### src/rtl/mss_clock.sv
module mss_clock #(
  parameter int CLK_HZ  = 50_000_000,
  parameter int TICK_HZ = 100
) (
  input  logic       clk,
  input  logic       rst,
  input  logic [7:0] sw,
  input  logic       key_set_n,
  input  logic       key_hold_n,
  output logic [6:0] seg_m1,
  output logic [6:0] seg_m0,
  output logic [6:0] seg_s1,
  output logic [6:0] seg_s0,
  output logic [6:0] seg_h1,
  output logic [6:0] seg_h0
);
  localparam int DIV = CLK_HZ / TICK_HZ;
  localparam int CW  = (DIV > 1) ? $clog2(DIV) : 1;
  localparam logic [CW-1:0] LAST = CW'(DIV - 1);

  logic [1:0] set_sr, hold_sr;
  logic set_s, hold_s;

  always_ff @(posedge clk) begin
    if (rst) begin
      set_sr  <= '0;
      hold_sr <= '0;
    end else begin
      set_sr  <= {set_sr[0], ~key_set_n};
      hold_sr <= {hold_sr[0], ~key_hold_n};
    end
  end
  assign set_s  = set_sr[1];
  assign hold_s = hold_sr[1];

  logic [CW-1:0] cnt;
  logic tick;
  assign tick = !hold_s && (cnt == LAST);

  always_ff @(posedge clk) begin
    if (rst)          cnt <= '0;
    else if (!hold_s) cnt <= (cnt == LAST) ? '0 : cnt + 1'b1;
  end

  logic [3:0] h_t, h_u, s_t, s_u, m_t, m_u;
  logic h_end, s_end, m_end;
  assign h_end = (h_t == 4'd9) && (h_u == 4'd9);
  assign s_end = (s_t == 4'd5) && (s_u == 4'd9);
  assign m_end = (m_t == 4'd5) && (m_u == 4'd9);

  logic sw_ok;
  logic [7:0] preset;
  assign sw_ok  = (sw[7:4] <= 4'd5) && (sw[3:0] <= 4'd9);
  assign preset = sw_ok ? sw : 8'h59;

  always_ff @(posedge clk) begin
    if (rst) begin
      h_t <= '0; h_u <= '0;
    end else if (tick) begin
      if (h_u == 4'd9) begin
        h_u <= '0;
        h_t <= (h_t == 4'd9) ? 4'd0 : h_t + 4'd1;
      end else begin
        h_u <= h_u + 4'd1;
      end
    end
  end

  always_ff @(posedge clk) begin
    if (rst) begin
      s_t <= '0; s_u <= '0;
    end else if (tick && h_end) begin
      if (s_u == 4'd9) begin
        s_u <= '0;
        s_t <= (s_t == 4'd5) ? 4'd0 : s_t + 4'd1;
      end else begin
        s_u <= s_u + 4'd1;
      end
    end
  end

  always_ff @(posedge clk) begin
    if (rst) begin
      m_t <= '0; m_u <= '0;
    end else if (set_s) begin
      {m_t, m_u} <= preset;
    end else if (tick && h_end && s_end) begin
      if (m_end) begin
        m_t <= '0; m_u <= '0;
      end else if (m_u == 4'd9) begin
        m_u <= '0;
        m_t <= m_t + 4'd1;
      end else begin
        m_u <= m_u + 4'd1;
      end
    end
  end

  function automatic logic [6:0] dec7(input logic [3:0] d);
    case (d)
      4'd0:    dec7 = 7'h40;
      4'd1:    dec7 = 7'h79;
      4'd2:    dec7 = 7'h24;
      4'd3:    dec7 = 7'h30;
      4'd4:    dec7 = 7'h19;
      4'd5:    dec7 = 7'h12;
      4'd6:    dec7 = 7'h02;
      4'd7:    dec7 = 7'h78;
      4'd8:    dec7 = 7'h00;
      4'd9:    dec7 = 7'h10;
      default: dec7 = 7'h7F;
    endcase
  endfunction

  logic [3:0] dig [6];
  logic [6:0] seg [6];
  assign dig[0] = h_u;
  assign dig[1] = h_t;
  assign dig[2] = s_u;
  assign dig[3] = s_t;
  assign dig[4] = m_u;
  assign dig[5] = m_t;

  for (genvar i = 0; i < 6; i++) begin : g_dec
    assign seg[i] = dec7(dig[i]);
  end

  assign seg_h0 = seg[0];
  assign seg_h1 = seg[1];
  assign seg_s0 = seg[2];
  assign seg_s1 = seg[3];
  assign seg_m0 = seg[4];
  assign seg_m1 = seg[5];
endmodule


### config.mk
export PLATFORM = sky130hd
export DESIGN_NAME = mss_clock
export DESIGN_NICKNAME = d
export VERILOG_FILES = /design/src/rtl/mss_clock.sv
export SDC_FILE = /design/constraint.sdc
export NUM_CORES = 1
export LEC_CHECK = 0
export BUFFER_PORTS_ARGS = -buffer_cell sky130_fd_sc_hd__buf_4
export CORE_MARGIN = 3
export CORE_UTILIZATION = 57
export DETAILED_ROUTE_END_ITERATION = 16
export PLACE_DENSITY = 0.78
export SLEW_MARGIN = 20
export SYNTH_ARGS = -nofsm -noshare
export SYNTH_HDL_FRONTEND = slang
export SYNTH_SLANG_ARGS = --single-unit
### constraint.sdc
create_clock -name clk -period 8.6 [get_ports clk]
set_input_delay 0.86 -clock clk [delete_from_list [all_inputs] [get_ports clk]]
set_output_delay 0.86 -clock clk [all_outputs]
set_load 0.02 [all_outputs]
# Yosys cells after proc, flatten, opt, wreduce, memory -nomap -nowiden
# Memory sizes are Yosys's and may differ from the RTL's. A register that Yosys moved wholly into a read port is not among the register bits.
# Cells that the tools add are included.
# W data, S select, Z words.
[word_totals]
ff_bits = 47
memories = 6
inputBits = 12
latch_bits = 0
word_cells = 72
romBits = 672
output_inout_bits = 42
ram_bits = 0
[memory_table]
columns = ["memory", "depth", "width", "read_ports", "rd_ports_with_merged_regs", "wr", "line", "source"]
rows = [
  ["(no name shown)", 16, 7, 1, 1, 0, "100", "case (d)"],
  ["(no name shown)", 16, 7, 1, 1, 0, "100", ""],
  ["(no name shown)", 16, 7, 1, 1, 0, "100", ""],
  ["(no name shown)", 16, 7, 1, 1, 0, "100", ""],
  ["(no name shown)", 16, 7, 1, 1, 0, "100", ""],
  ["(no name shown)", 16, 7, 1, 1, 0, "100", ""],
]
[op_classes]
n_bitwise = 2
n_eq_ne = 7
n_addsub = 7
n_div = 0
shift = 0
reduce_logical = 13
muxes = 26
n_mul = 0
order_cmp = 2
[ops]
columns = ["op", "n"]
rows = [
  ["$mux W4", 24],
  ["$add A4 B1 Y4 const B", 6],
  ["$add A19 B1 Y19 const B", 1],
  ["$eq A19 B19 Y1 const B", 1],
  ["$mux W19", 1],
  ["$eq A4 B4 Y1 const B", 4],
  ["$eq A4 B3 Y1 const B", 2],
  ["$mux W8", 1],
  ["$logic_and A1 B1 Y1", 7],
  ["$reduce_and A2 Y1", 3],
  ["$le A4 B3 Y1 const B", 1],
  ["$le A4 B4 Y1 const B", 1],
  ["$reduce_bool A3 Y1", 1],
  ["$not A1 Y1", 2],
  ["$reduce_bool A2 Y1", 1],
  ["$logic_not A1 Y1", 1],
]

# Logic depth before layout (Yosys ltp)
# Gate-level depths: netlist of the first run.
[logic_depth]
depth_word = 8
depth_mapped = 15
mapped_depth_nobuf = 13

# Worst setup path before layout of the first run
# Ideal clock, no wire load.
[synth_path]
kind = "input-to-reg"
from = "input port rst"
to = "register seg_h1[1] (netlist name)"
setup_slack_ns = 5.640
arrival_ns = 2.846
setup_time_ns = 0.114
n_path_buf = 4
stages = 9
path_cell_list = "clkbuf_1 clkbuf_1 buf_1 buf_1 a21oi_1 ha_1 a21oi_1 nor2_1 a2111oi_0"
[synth_via]
elab_chain_cells = 1
[synth_lines]
columns = ["item", "line", "source"]
rows = [
  ["start, declared", "6", "input logic rst,"],
  ["$mux W4 (no line)", "n/a", ""],
]
# No other way between the ends.
# A chain may end at the register's enable or synchronous reset.

# Worst setup path in the final report of the first run
[layout_path]
from = "register cnt[9]"
to = "register seg_s1[5] (netlist name)"
[layout_via]
elab_chain_cells = 6
[layout_lines]
columns = ["item", "line", "source"]
rows = [
  ["start, declared", "36", "logic [CW-1:0] cnt;"],
  ["start signal, assigned", "42", "else if (!hold_s) cnt <= (cnt == LAST) ? '0 : cnt + 1'b1;"],
  ["$eq A19 B19 Y1", "38", "assign tick = !hold_s && (cnt == LAST);"],
  ["$logic_and A1 B1 Y1", "38", ""],
  ["$logic_and A1 B1 Y1", "72", "end else if (tick && h_end) begin"],
  ["$reduce_and A2 Y1 (no line)", "n/a", ""],
  ["$mux W4 (no line) (2 in series)", "n/a", ""],
]
# No other way between the ends.

==> run summary, run 1 <==
Unrepaired setup endpoints after global routing: no
Clk pin slew, worst setup/hold paths: 0.10 ns
Clock power frac: 35.1%
Sw Ratio: 25.5%
Number of global-route vias before repair: 4514
Worst hold margin: 0.448 ns
EDFF count, synth: 0
DP Wirelength: 8460 um
Arrival @ worst endpoint: 3.84 ns
GPL Wtd Cong: 0.902
Clock sinks: 89
Core area: 8460 um^2
Fmax: 0.281 GHz
Syn Inst Count: 604
Syn Area/Cell: 8.44 um^2
Min-Delay Path Class: reg -> reg
Total wire length: 11700 um
CTS Buffer Depth: 2
Largest net degree at the start of global routing: 62
Netlist cell types: 84
FF-to-FF path depth: 12
CTS buffer count: 9
Relative slew slack: 33.7%
Most frequent cells in the layout: 89 x dfxtp_1, 66 x nor2_1, 53 x buf_4
Final slew viol count: 0
Worst hold start: hold_sr[0]
Run status: completed
Reg2reg start: cnt[9]
DIE WIDTH: 101 um
Layout Skew: 0.0140 ns
I/O pins: 54
Crit path time final: 3.55 ns
Yosys warnings: 0
Post-route ant nets: 0
Required time of the critical path: 8.89 ns
Comb power frac: 6.9%
Crit-path max FO: 18
Simple-Gate Fraction of Synth Area: 25.8%
Htree depth: 3
Flop2flop setup slack: 5.05 ns
Mux cell area share after synthesis: 1.89%
Register area: 1780 um^2
Fin crit share: 41.3%
Worst setup EP type: register
Fill count: 709
Cell mode on critical path: inv_1
IO buf count: 53
Pint: 0.000545 W
Die area: 10100 um^2
Post-Syn Area: 5100 um^2
Most used DFF post-synth: dfxtp_1
First-pass GRT wire length: 20300 um
Slowest CP cell: and3_1
Setup Crit Path Kind: reg -> reg
Initial antenna violation count: 0
Power consumption: 0.000732 W
Initial Utilization: 60.2%
CP peak stage delay: 0.70 ns
Post-synthesis net count: 651
Crit-path cells: nor4bb_1, and3_1, and4_1, nand2_1, a21oi_1, inv_1, ha_1, inv_1, o22a_1, o22ai_1, a222oi_1, a21boi_1
CTS tree: done
Synth-to-Final Area Change: 11.8%
Psw: 0.000186 W
Final Instance Area: 5700 um^2
Area of the multi-input gates: 3060 um^2
Rows: 33
Cell family with most CP delay: simple AND/OR/NAND/NOR gates
Most common cell after layout, fill and taps aside: dfxtp_1
Leakage power: 2.30 nW
WP buf/inv: 2
Placed Cells: 738
Total Nets Final: 691
Total number of vias: 4673
Area after DPL: 5530 um^2
Worst skew pair latency: 0.36 ns
Hold-fix buffers, CTS: 0
Final setup viols: 0
Adder-cell share of the synthesized area: 8.59%
Routed length per instance: 15.6 um
Ant. Diodes: 0
Register area share after synthesis: 35.0%
Worst Hold End: hold_sr[1]
DR vias/cell: 6.20
Largest family of logic cells by synthesized area: simple AND/OR/NAND/NOR gates
Max-cap violations: 0
Largest vdd supply drop: 0.0000951 V
R2R Path End: seg_s1[5]
DRT iter0 DRCs: 398
Worst Max-Slew Pin Slew: 0.993 ns
Part of the power in registers: 58.0%
Endpoints failing hold: 0
DRT Pass-1 Iters: 5
Fin Setup TNS: 0 ns
Share of post-route cells with drive strength above 1: 13.6%
Root Driver: clkbuf_8
CP Launch Type: register
Cts repair resizes: 0
Total grt overflow: 0
Die Height: 101 um
XOR/XNOR Fraction of Synth Area: 3.78%
PwrDens: 128 nW/um^2
GRT Total Usage: 24.0%
Synth Area in Compound Gates: 20.0%
Setup bufs post-CTS: 0
Fin cells: 754
DRC: 0
FFs w/ async S/R, synth: 0%
Yosys reg bits: 89
Hold depth: 1
==> how the worst max path moves through the flow <==
stage | startpoint | end | slack [ns] | cells past startpoint
floorplan | rst | seg_h1[1] | 5.64 | 9
finish | cnt[9] | seg_s1[5] | 5.05 | 12
CTS | cnt[0] | seg_s1[5] | 5.05 | 13
global placement | rst | seg_m1[3] | 5.16 | 8
global route | cnt[0] | seg_s1[5] | 4.60 | 13
detailed placement | cnt[0] | seg_s1[5] | 5.08 | 13
==> synth_stat cells, types with 6 or more instances <==
master / n / area (um^2)
a21oi_1: 31 / 155
a31oi_1: 6 / 37.5
and3_1: 9 / 56.3
and4_1: 9 / 78.8
clkbuf_1: 15 / 56.3
dfxtp_1: 89 / 1780
ha_1: 35 / 438
inv_1: 40 / 150
mux2i_1: 6 / 60.1
nand2_1: 44 / 165
nand2b_1: 7 / 43.8
nand3_1: 14 / 70.1
nand4_1: 16 / 100
nor2_1: 66 / 248
nor2b_1: 10 / 62.6
nor3_1: 18 / 90.1
nor4_1: 9 / 56.3
o211ai_1: 8 / 60.1
o21ai_0: 20 / 100
o21ai_1: 7 / 35.0
or3_1: 6 / 37.5
xnor2_1: 11 / 96.3
xor2_1: 11 / 96.3
==> stage by stage <==
stage / utilization (%) / setup WS, ns
6_report: 67.3 / 5.05
5_1_grt: 67.3 / 4.60
4_1_cts: 67.3 / 5.05
3_5_place_dp: 65.3 / 5.08
3_3_place_gp: 65.3 / 5.16
2_1_floorplan: - / 5.64
==> flip-flops by register name, summed over array words and instances (netlist names), 7 cells and up <==
register / count
seg_h0: 7
cnt: 19
seg_m1: 7
seg_m0: 7
seg_h1: 7
seg_s1: 7
seg_s0: 7
==> routing by layer <==
metal / share of wire (%) / vias to the layer above / GRT usage, %
li1: - / 2275 / -
met1: 45 / 2220 / 31.8
met2: 47 / 153 / 40.0
met3: 5.1 / 25 / 3.32
met4: 2.0 / 0 / 8.81
met5: 0 / - / 0
==> logic make-up (layout without fill, tap and decap cells) <==
kind of cell / after synthesis / in the layout
xor gates and xnor gates: 22 / 22
and+or+nand+nor: 240 / 240
AOI/OAI and AO/OA: 143 / 143
muxes: 9 / 9
adders and majority gates: 35 / 35
DFF: 89 / 89
buffers and inverters: 66 / 111
==> area by class of cell <==
cell class | instances | share of cell area, %
multi-input combinational | 449 | 53.7
sequential | 89 | 31.3
timing repair buffer | 53 | 6.98
inverter | 42 | 2.77
tap | 105 | 2.30
clock buffer | 10 | 2.24
clock inverter | 6 | 0.746
==> power by group through the flow <==
stage | Sequential, W | Combinational, W | Clock [W]
2_1_floorplan | 0.000437 | 0.0000283 | 0
3_3_place_gp | 0.000433 | 0.0000485 | 0
3_5_place_dp | 0.000434 | 0.0000500 | 0
4_1_cts | 0.000424 | 0.0000502 | 0.000262
5_1_grt | 0.000426 | 0.0000558 | 0.000278
6_report | 0.000424 | 0.0000502 | 0.000257
(Power assumes the default switching activity.)
==> run 2: changes to the inputs <==
- clock period: 8.6 -> 3.7 ns (I/O delays scaled with it)
==> run 2 against run 1 <==
  * Sequential share of layout area shrank 0.51 points
  * Global-route usage shrank 0.68 points
  * Via count shrank 0.75%
  * Sequential power grew 130%
  * Maximum frequency grew 13%
  * First-iteration DRC count shrank 35%
  * Critical path depth grew 1
  * Design area grew 1.7%
  * Sequential cell count is the same
  * Largest power group unchanged
  * Highest routed layer unchanged
==> run summary, run 2 (synthesis gave the netlist of run 1 again) <==
CP peak stage delay: 0.38 ns (was 0.70 ns)
Fmax: 0.317 GHz (was 0.281 GHz)
Top reg by flops: cnt (unchanged)
Share of post-route cells with drive strength above 1: 14.4% (was 13.6%)
Crit-path cells: ha_1, and4b_1, and4_1, and4_1, nand2_1, a21oi_1, inv_1, ha_1, inv_1, o22a_1, o22ai_1, a222oi_1, a21boi_1 (was nor4bb_1, and3_1, and4_1, nand2_1, a21oi_1, inv_1, ha_1, inv_1, o22a_1, o22ai_1, a222oi_1, a21boi_1)
DR vias/cell: 6.11 (was 6.20)
Required time of the critical path: 4.01 ns (was 8.89 ns)
Setup bufs post-CTS: 0 (unchanged)
Crit-path max FO: 8 (was 18)
DIE WIDTH: 101 um (unchanged)
Total wire length: 11600 um (was 11700 um)
I/O pins: 54 (unchanged)
CTS buffer count: 9 (unchanged)
Arrival @ worst endpoint: 3.46 ns (was 3.84 ns)
Most frequent cells in the layout: 89 x dfxtp_1, 66 x nor2_1, 58 x buf_4 (was 89 x dfxtp_1, 66 x nor2_1, 53 x buf_4)
Total grt overflow: 0 (unchanged)
Final slew viol count: 0 (unchanged)
Worst skew pair latency: 0.37 ns (was 0.36 ns)
Final Instance Area: 5800 um^2 (was 5700 um^2)
Max-cap violations: 0 (unchanged)
Total Nets Final: 696 (was 691)
Register area: 1780 um^2 (unchanged)
Clk pin slew, worst setup/hold paths: 0.09 ns (was 0.10 ns)
Cts repair resizes: 0 (unchanged)
Layout Skew: 0.0114 ns (was 0.0140 ns)
First-pass GRT wire length: 19500 um (was 20300 um)
Largest net degree at the start of global routing: 35 (was 62)
Run status: completed (unchanged)
Endpoints failing hold: 0 (unchanged)
Most common cell after layout, fill and taps aside: dfxtp_1 (unchanged)
Max reg flops: 19 (unchanged)
GPL Wtd Cong: 0.891 (was 0.902)
CP Depth: 13 (was 12)
Hold-fix buffers, CTS: 0 (unchanged)
Cell family with most CP delay: simple AND/OR/NAND/NOR gates (unchanged)
CTS Buffer Depth: 2 (unchanged)
Synth-to-Final Area Change: 13.7% (was 11.8%)
Slowest CP cell: and4_1 (was and3_1)
Largest vdd supply drop: 0.000255 V (was 0.0000951 V)
Min-Delay Path Class: in -> reg (was reg -> reg)
Crit path time final: 3.16 ns (was 3.55 ns)
DRC: 0 (unchanged)
Post-route ant nets: 0 (unchanged)
DP Wirelength: 8380 um (was 8460 um)
GRT Total Usage: 23.3% (was 24.0%)
Unrepaired setup endpoints after global routing: no (unchanged)
Worst hold margin: 0.142 ns (was 0.448 ns)
Fill count: 695 (was 709)
CTS tree: done (unchanged)
FF-to-FF path depth: 13 (was 12)
Htree depth: 3 (unchanged)
Area after DPL: 5570 um^2 (was 5530 um^2)
Total number of vias: 4638 (was 4673)
Number of global-route vias before repair: 4303 (was 4514)
WP buf/inv: 2 (unchanged)
Setup Crit Path Kind: reg -> reg (unchanged)
IO buf count: 53 (unchanged)
Worst Max-Slew Pin Slew: 0.821 ns (was 0.993 ns)
Fin Setup TNS: 0 ns (unchanged)
Rows: 33 (unchanged)
Area of the multi-input gates: 3060 um^2 (unchanged)
Die Height: 101 um (unchanged)
Routed length per instance: 15.3 um (was 15.6 um)
Die area: 10100 um^2 (unchanged)
Fin crit share: 85.4% (was 41.3%)
Initial antenna violation count: 0 (unchanged)
CP Launch Type: register (unchanged)
PwrDens: 322 nW/um^2 (was 128 nW/um^2)
Final setup viols: 0 (unchanged)
Root Driver: clkbuf_8 (unchanged)
DRT Pass-1 Iters: 6 (was 5)
Finished Core Util: 68.5% (was 67.3%)
DRT iter0 DRCs: 258 (was 398)
Core area: 8460 um^2 (unchanged)
Ant. Diodes: 0 (unchanged)
Hold depth: 2 (was 1)
Relative slew slack: 43.8% (was 33.7%)
Initial Utilization: 60.2% (unchanged)
Clock sinks: 89 (unchanged)
Worst setup EP type: register (unchanged)
Leakage power: 2.36 nW (was 2.30 nW)
## run 2: report_power, final
| part | leakage, nW | switching [W] | internal (W) |
|---|---|---|---|
| Sequential | 0.720 | 0.0000140 | 0.000974 |
| Clock | 0.113 | 0.000357 | 0.000401 |
| Combinational | 1.52 | 0.0000687 | 0.0000489 |
## run 2: final cells by class
class                      count  area share [%]
clock buffer                  10            2.37
clock inverter                 6            1.55
inverter                      42            2.72
multi-input combinational    449            52.8
sequential                    89            30.7
tap                          105            2.27
timing repair buffer          58            7.51
## run 2: metal layers
layer | track usage (%) | share of wire (%) | wire [um] | up-vias
li1 | - | - | - | 2284
met1 | 32.2 | 46 | 5290 | 2180
met2 | 37.3 | 47 | 5410 | 154
met3 | 3.74 | 6.0 | 696 | 20
met4 | 7.88 | 1.6 | 184 | 0
met5 | 0 | 0 | 0 | -
## run 2: final timing paths
kind | startpoint | endpoint | slack (ns)
max | cnt[0] | seg_s1[5] | 0.54
min | key_set_n | set_sr[0] | 0.14
max reg2reg | cnt[0] | seg_s1[5] | 0.54
min reg2reg | hold_sr[0] | hold_sr[1] | 0.46
## run 2: through the flow
stage | worst slack (ns) | power, W | std cells
6_report | 0.541 | 0.00186 | 759
5_1_grt | 0.264 | 0.00193 | 759
3_3_place_gp | 0.723 | 0.00112 | 743
4_1_cts | 0.556 | 0.00188 | 759
3_5_place_dp | 0.605 | 0.00113 | 743
2_1_floorplan | 0.819 | 0.00108 | 604
==> run 3: changes to the inputs <==
- clock period: 3.7 -> 4.1 ns (I/O delays scaled with it)
==> run 3 against run 2 <==
  * Design area is 0.97% lower
  * Via count is 0.93% lower
  * Utilization is 0.67 points lower
  * Worst hold slack better by 0.037 ns
  * Power is 16% lower
  * Wire length is 0.51% higher
  * Register-to-register slack better by 0.32 ns
  * Combinational power is 11% lower
  * Sequential power is 9.8% lower
  * Maximum frequency is 2.6% lower
  * Largest power group unchanged
==> run summary, run 3 (synthesis gave the netlist of run 1 again) <==
Run status: completed (unchanged)
Worst skew pair latency: 0.37 ns (about the same)
Global route hottest layer: met2 (unchanged)
Routed length per instance: 15.4 um (was 15.3 um)
Final setup viols: 0 (unchanged)
Total number of vias: 4595 (was 4638)
Number of global-route vias before repair: 4277 (was 4303)
Sw Ratio: 26.0% (was 23.6%)
PwrDens: 272 nW/um^2 (was 322 nW/um^2)
Worst Hold End: hold_sr[0] (was set_sr[0])
Fin cells: 758 (was 759)
Relative slew slack: 48.5% (was 43.8%)
Unrepaired setup endpoints after global routing: no (unchanged)
Worst Max-Slew Pin Slew: 0.753 ns (was 0.821 ns)
Flop2flop setup slack: 0.86 ns (was 0.54 ns)
First-pass GRT wire length: 19900 um (was 19500 um)
Synth-to-Final Area Change: 12.6% (was 13.7%)
Share of post-route cells with drive strength above 1: 14.1% (was 14.4%)
Fin crit share: 79.1% (was 85.4%)
Fmax: 0.308 GHz (was 0.317 GHz)
Leakage power: 2.33 nW (was 2.36 nW)
Largest net degree at the start of global routing: 61 (was 35)
Most common cell after layout, fill and taps aside: dfxtp_1 (unchanged)
Crit path time final: 3.24 ns (was 3.16 ns)
Pint: 0.00115 W (was 0.00142 W)
Final slew viol count: 0 (unchanged)
Worst hold start: key_hold_n (was key_set_n)
Fill count: 700 (was 695)
Total grt overflow: 0 (unchanged)
Arrival @ worst endpoint: 3.49 ns (was 3.46 ns)
FF-to-FF path depth: 11 (was 13)
Cell family with most CP delay: simple AND/OR/NAND/NOR gates (unchanged)
CP peak stage delay: 0.39 ns (was 0.38 ns)
Root Driver: clkbuf_8 (unchanged)
DIE WIDTH: 101 um (unchanged)
Rows: 33 (unchanged)
Fin Setup TNS: 0 ns (unchanged)
Ant. Diodes: 0 (unchanged)
Htree depth: 3 (unchanged)
Initial antenna violation count: 0 (unchanged)
Clk pin slew, worst setup/hold paths: 0.09 ns (about the same)
Comb power frac: 6.7% (was 6.3%)
Initial Utilization: 60.2% (unchanged)
Area of the multi-input gates: 3060 um^2 (unchanged)
CP Launch Type: register (unchanged)
Die Height: 101 um (unchanged)
Layout Skew: 0.00610 ns (was 0.0114 ns)
Min-Delay Path Class: in -> reg (unchanged)
Met1 GRT Util: 32.7% (was 32.2%)
Pre-CTS WS: 0.906 ns (was 0.605 ns)
Reg2reg start: cnt[0] (unchanged)
Largest vdd supply drop: 0.000244 V (was 0.000255 V)
R2R Path End: seg_h1[1] (was seg_s1[5])
Worst setup EP type: register (unchanged)
Required time of the critical path: 4.35 ns (was 4.01 ns)
GRT Total Usage: 24.1% (was 23.3%)
Crit-path max FO: 11 (was 8)
Max reg flops: 19 (unchanged)
Slowest CP cell: or3_1 (was and4_1)
Endpoints failing hold: 0 (unchanged)
Psw: 0.000406 W (was 0.000440 W)
Cts repair resizes: 0 (unchanged)
DRT iter0 DRCs: 361 (was 258)
Die area: 10100 um^2 (unchanged)
DRT Pass-1 Iters: 7 (was 6)
Placed Cells: 742 (was 743)
Most frequent cells in the layout: 89 x dfxtp_1, 66 x nor2_1, 57 x buf_4 (was 89 x dfxtp_1, 66 x nor2_1, 58 x buf_4)
Crit-path cells: ha_1, and4b_1, and4_1, buf_4, nand3_1, or3_1, a21oi_1, ha_1, a21oi_1, nor2_1, a2111oi_0 (was ha_1, and4b_1, and4_1, and4_1, nand2_1, a21oi_1, inv_1, ha_1, inv_1, o22a_1, o22ai_1, a222oi_1, a21boi_1)
CTS buffer count: 9 (unchanged)
Core area: 8460 um^2 (unchanged)
Met2 Use GR: 39.3% (was 37.3%)
Final setup margin: 0.857 ns (was 0.541 ns)
I/O pins: 54 (unchanged)
Part of the power in registers: 57.2% (was 53.0%)
DP Wirelength: 8510 um (was 8380 um)
Post-route ant nets: 0 (unchanged)
Register area: 1780 um^2 (unchanged)
IO buf count: 53 (unchanged)
Total wire length: 11600 um (about the same)
CTS Buffer Depth: 2 (unchanged)
Hold-fix buffers, CTS: 0 (unchanged)
DR vias/cell: 6.06 (was 6.11)
Top reg by flops: cnt (unchanged)
GPL Wtd Cong: 0.916 (was 0.891)
DRC: 0 (unchanged)
Clock power frac: 36.1% (was 40.7%)
CTS tree: done (unchanged)
Hold depth: 2 (unchanged)
Clock sinks: 89 (unchanged)
WP buf/inv: 1 (was 2)
Setup Crit Path Kind: reg -> reg (unchanged)
Met3 GRT Util: 4.57% (was 3.74%)
Max-cap violations: 0 (unchanged)
Finished Core Util: 67.8% (was 68.5%)
Setup bufs post-CTS: 0 (unchanged)
Total Nets Final: 695 (was 696)
## run 3: worst max-delay path by stage
stage	end	cells after the start	start	slack, ns
floorplan	seg_s1[5]	15	cnt[0]	1.22
global placement	seg_h1[1]	11	cnt[0]	1.11
detailed placement	seg_h1[1]	11	cnt[0]	0.91
CTS	seg_h1[1]	11	cnt[0]	0.88
global route	seg_h1[1]	11	cnt[0]	0.57
finish	seg_h1[1]	11	cnt[0]	0.86
## run 3: power groups by stage
stage / logic, W / clock network [W] / registers (W)
global route: 0.000117 / 0.000619 / 0.000893
finish: 0.000105 / 0.000563 / 0.000891
floorplan: 0.0000594 / 0 / 0.000917
global placement: 0.000102 / 0 / 0.000911
CTS: 0.000106 / 0.000582 / 0.000891
detailed placement: 0.000105 / 0 / 0.000911
## run 3: area by class of cell
| class | instances | share of cell area [%] |
|---|---|---|
| clock inverters | 6 | 0.894 |
| well taps | 105 | 2.29 |
| inverters | 42 | 2.75 |
| flip-flops and latches | 89 | 31.0 |
| clock buffers | 10 | 2.22 |
| multi-input cells | 449 | 53.3 |
| repair buffers | 57 | 7.46 |
## run 3: worst register-to-register path, delay by kind of cell (launching register included)
kind	cells	cell delay [ns]
adder cells (fa/ha/maj)	2	0.49
flip-flops	1	0.37
AND/OR/NAND/NOR	5	1.28
buffers and inverters	1	0.24
AO/OA/AOI/OAI	3	0.74
## run 3: per-stage QoR
stage | area [um^2] | hold WS (ns) | total power [W]
4_1_cts | 5740 | 0.165 | 0.00158
3_5_place_dp | 5560 | 0.433 | 0.00102
6_report | 5740 | 0.179 | 0.00156
2_1_floorplan | 5100 | 0.414 | 0.000976
5_1_grt | 5740 | 0.168 | 0.00163
3_3_place_gp | 5560 | 0.420 | 0.00101
## run 3: metal layers
metal  wire (um)  vias up  share of wire (%)
met3         617        9                5.3
met5           0        -                  0
met4         100        0               0.86
met2        5590      141                 48
met1        5340     2167                 46
li1            -     2278                  -
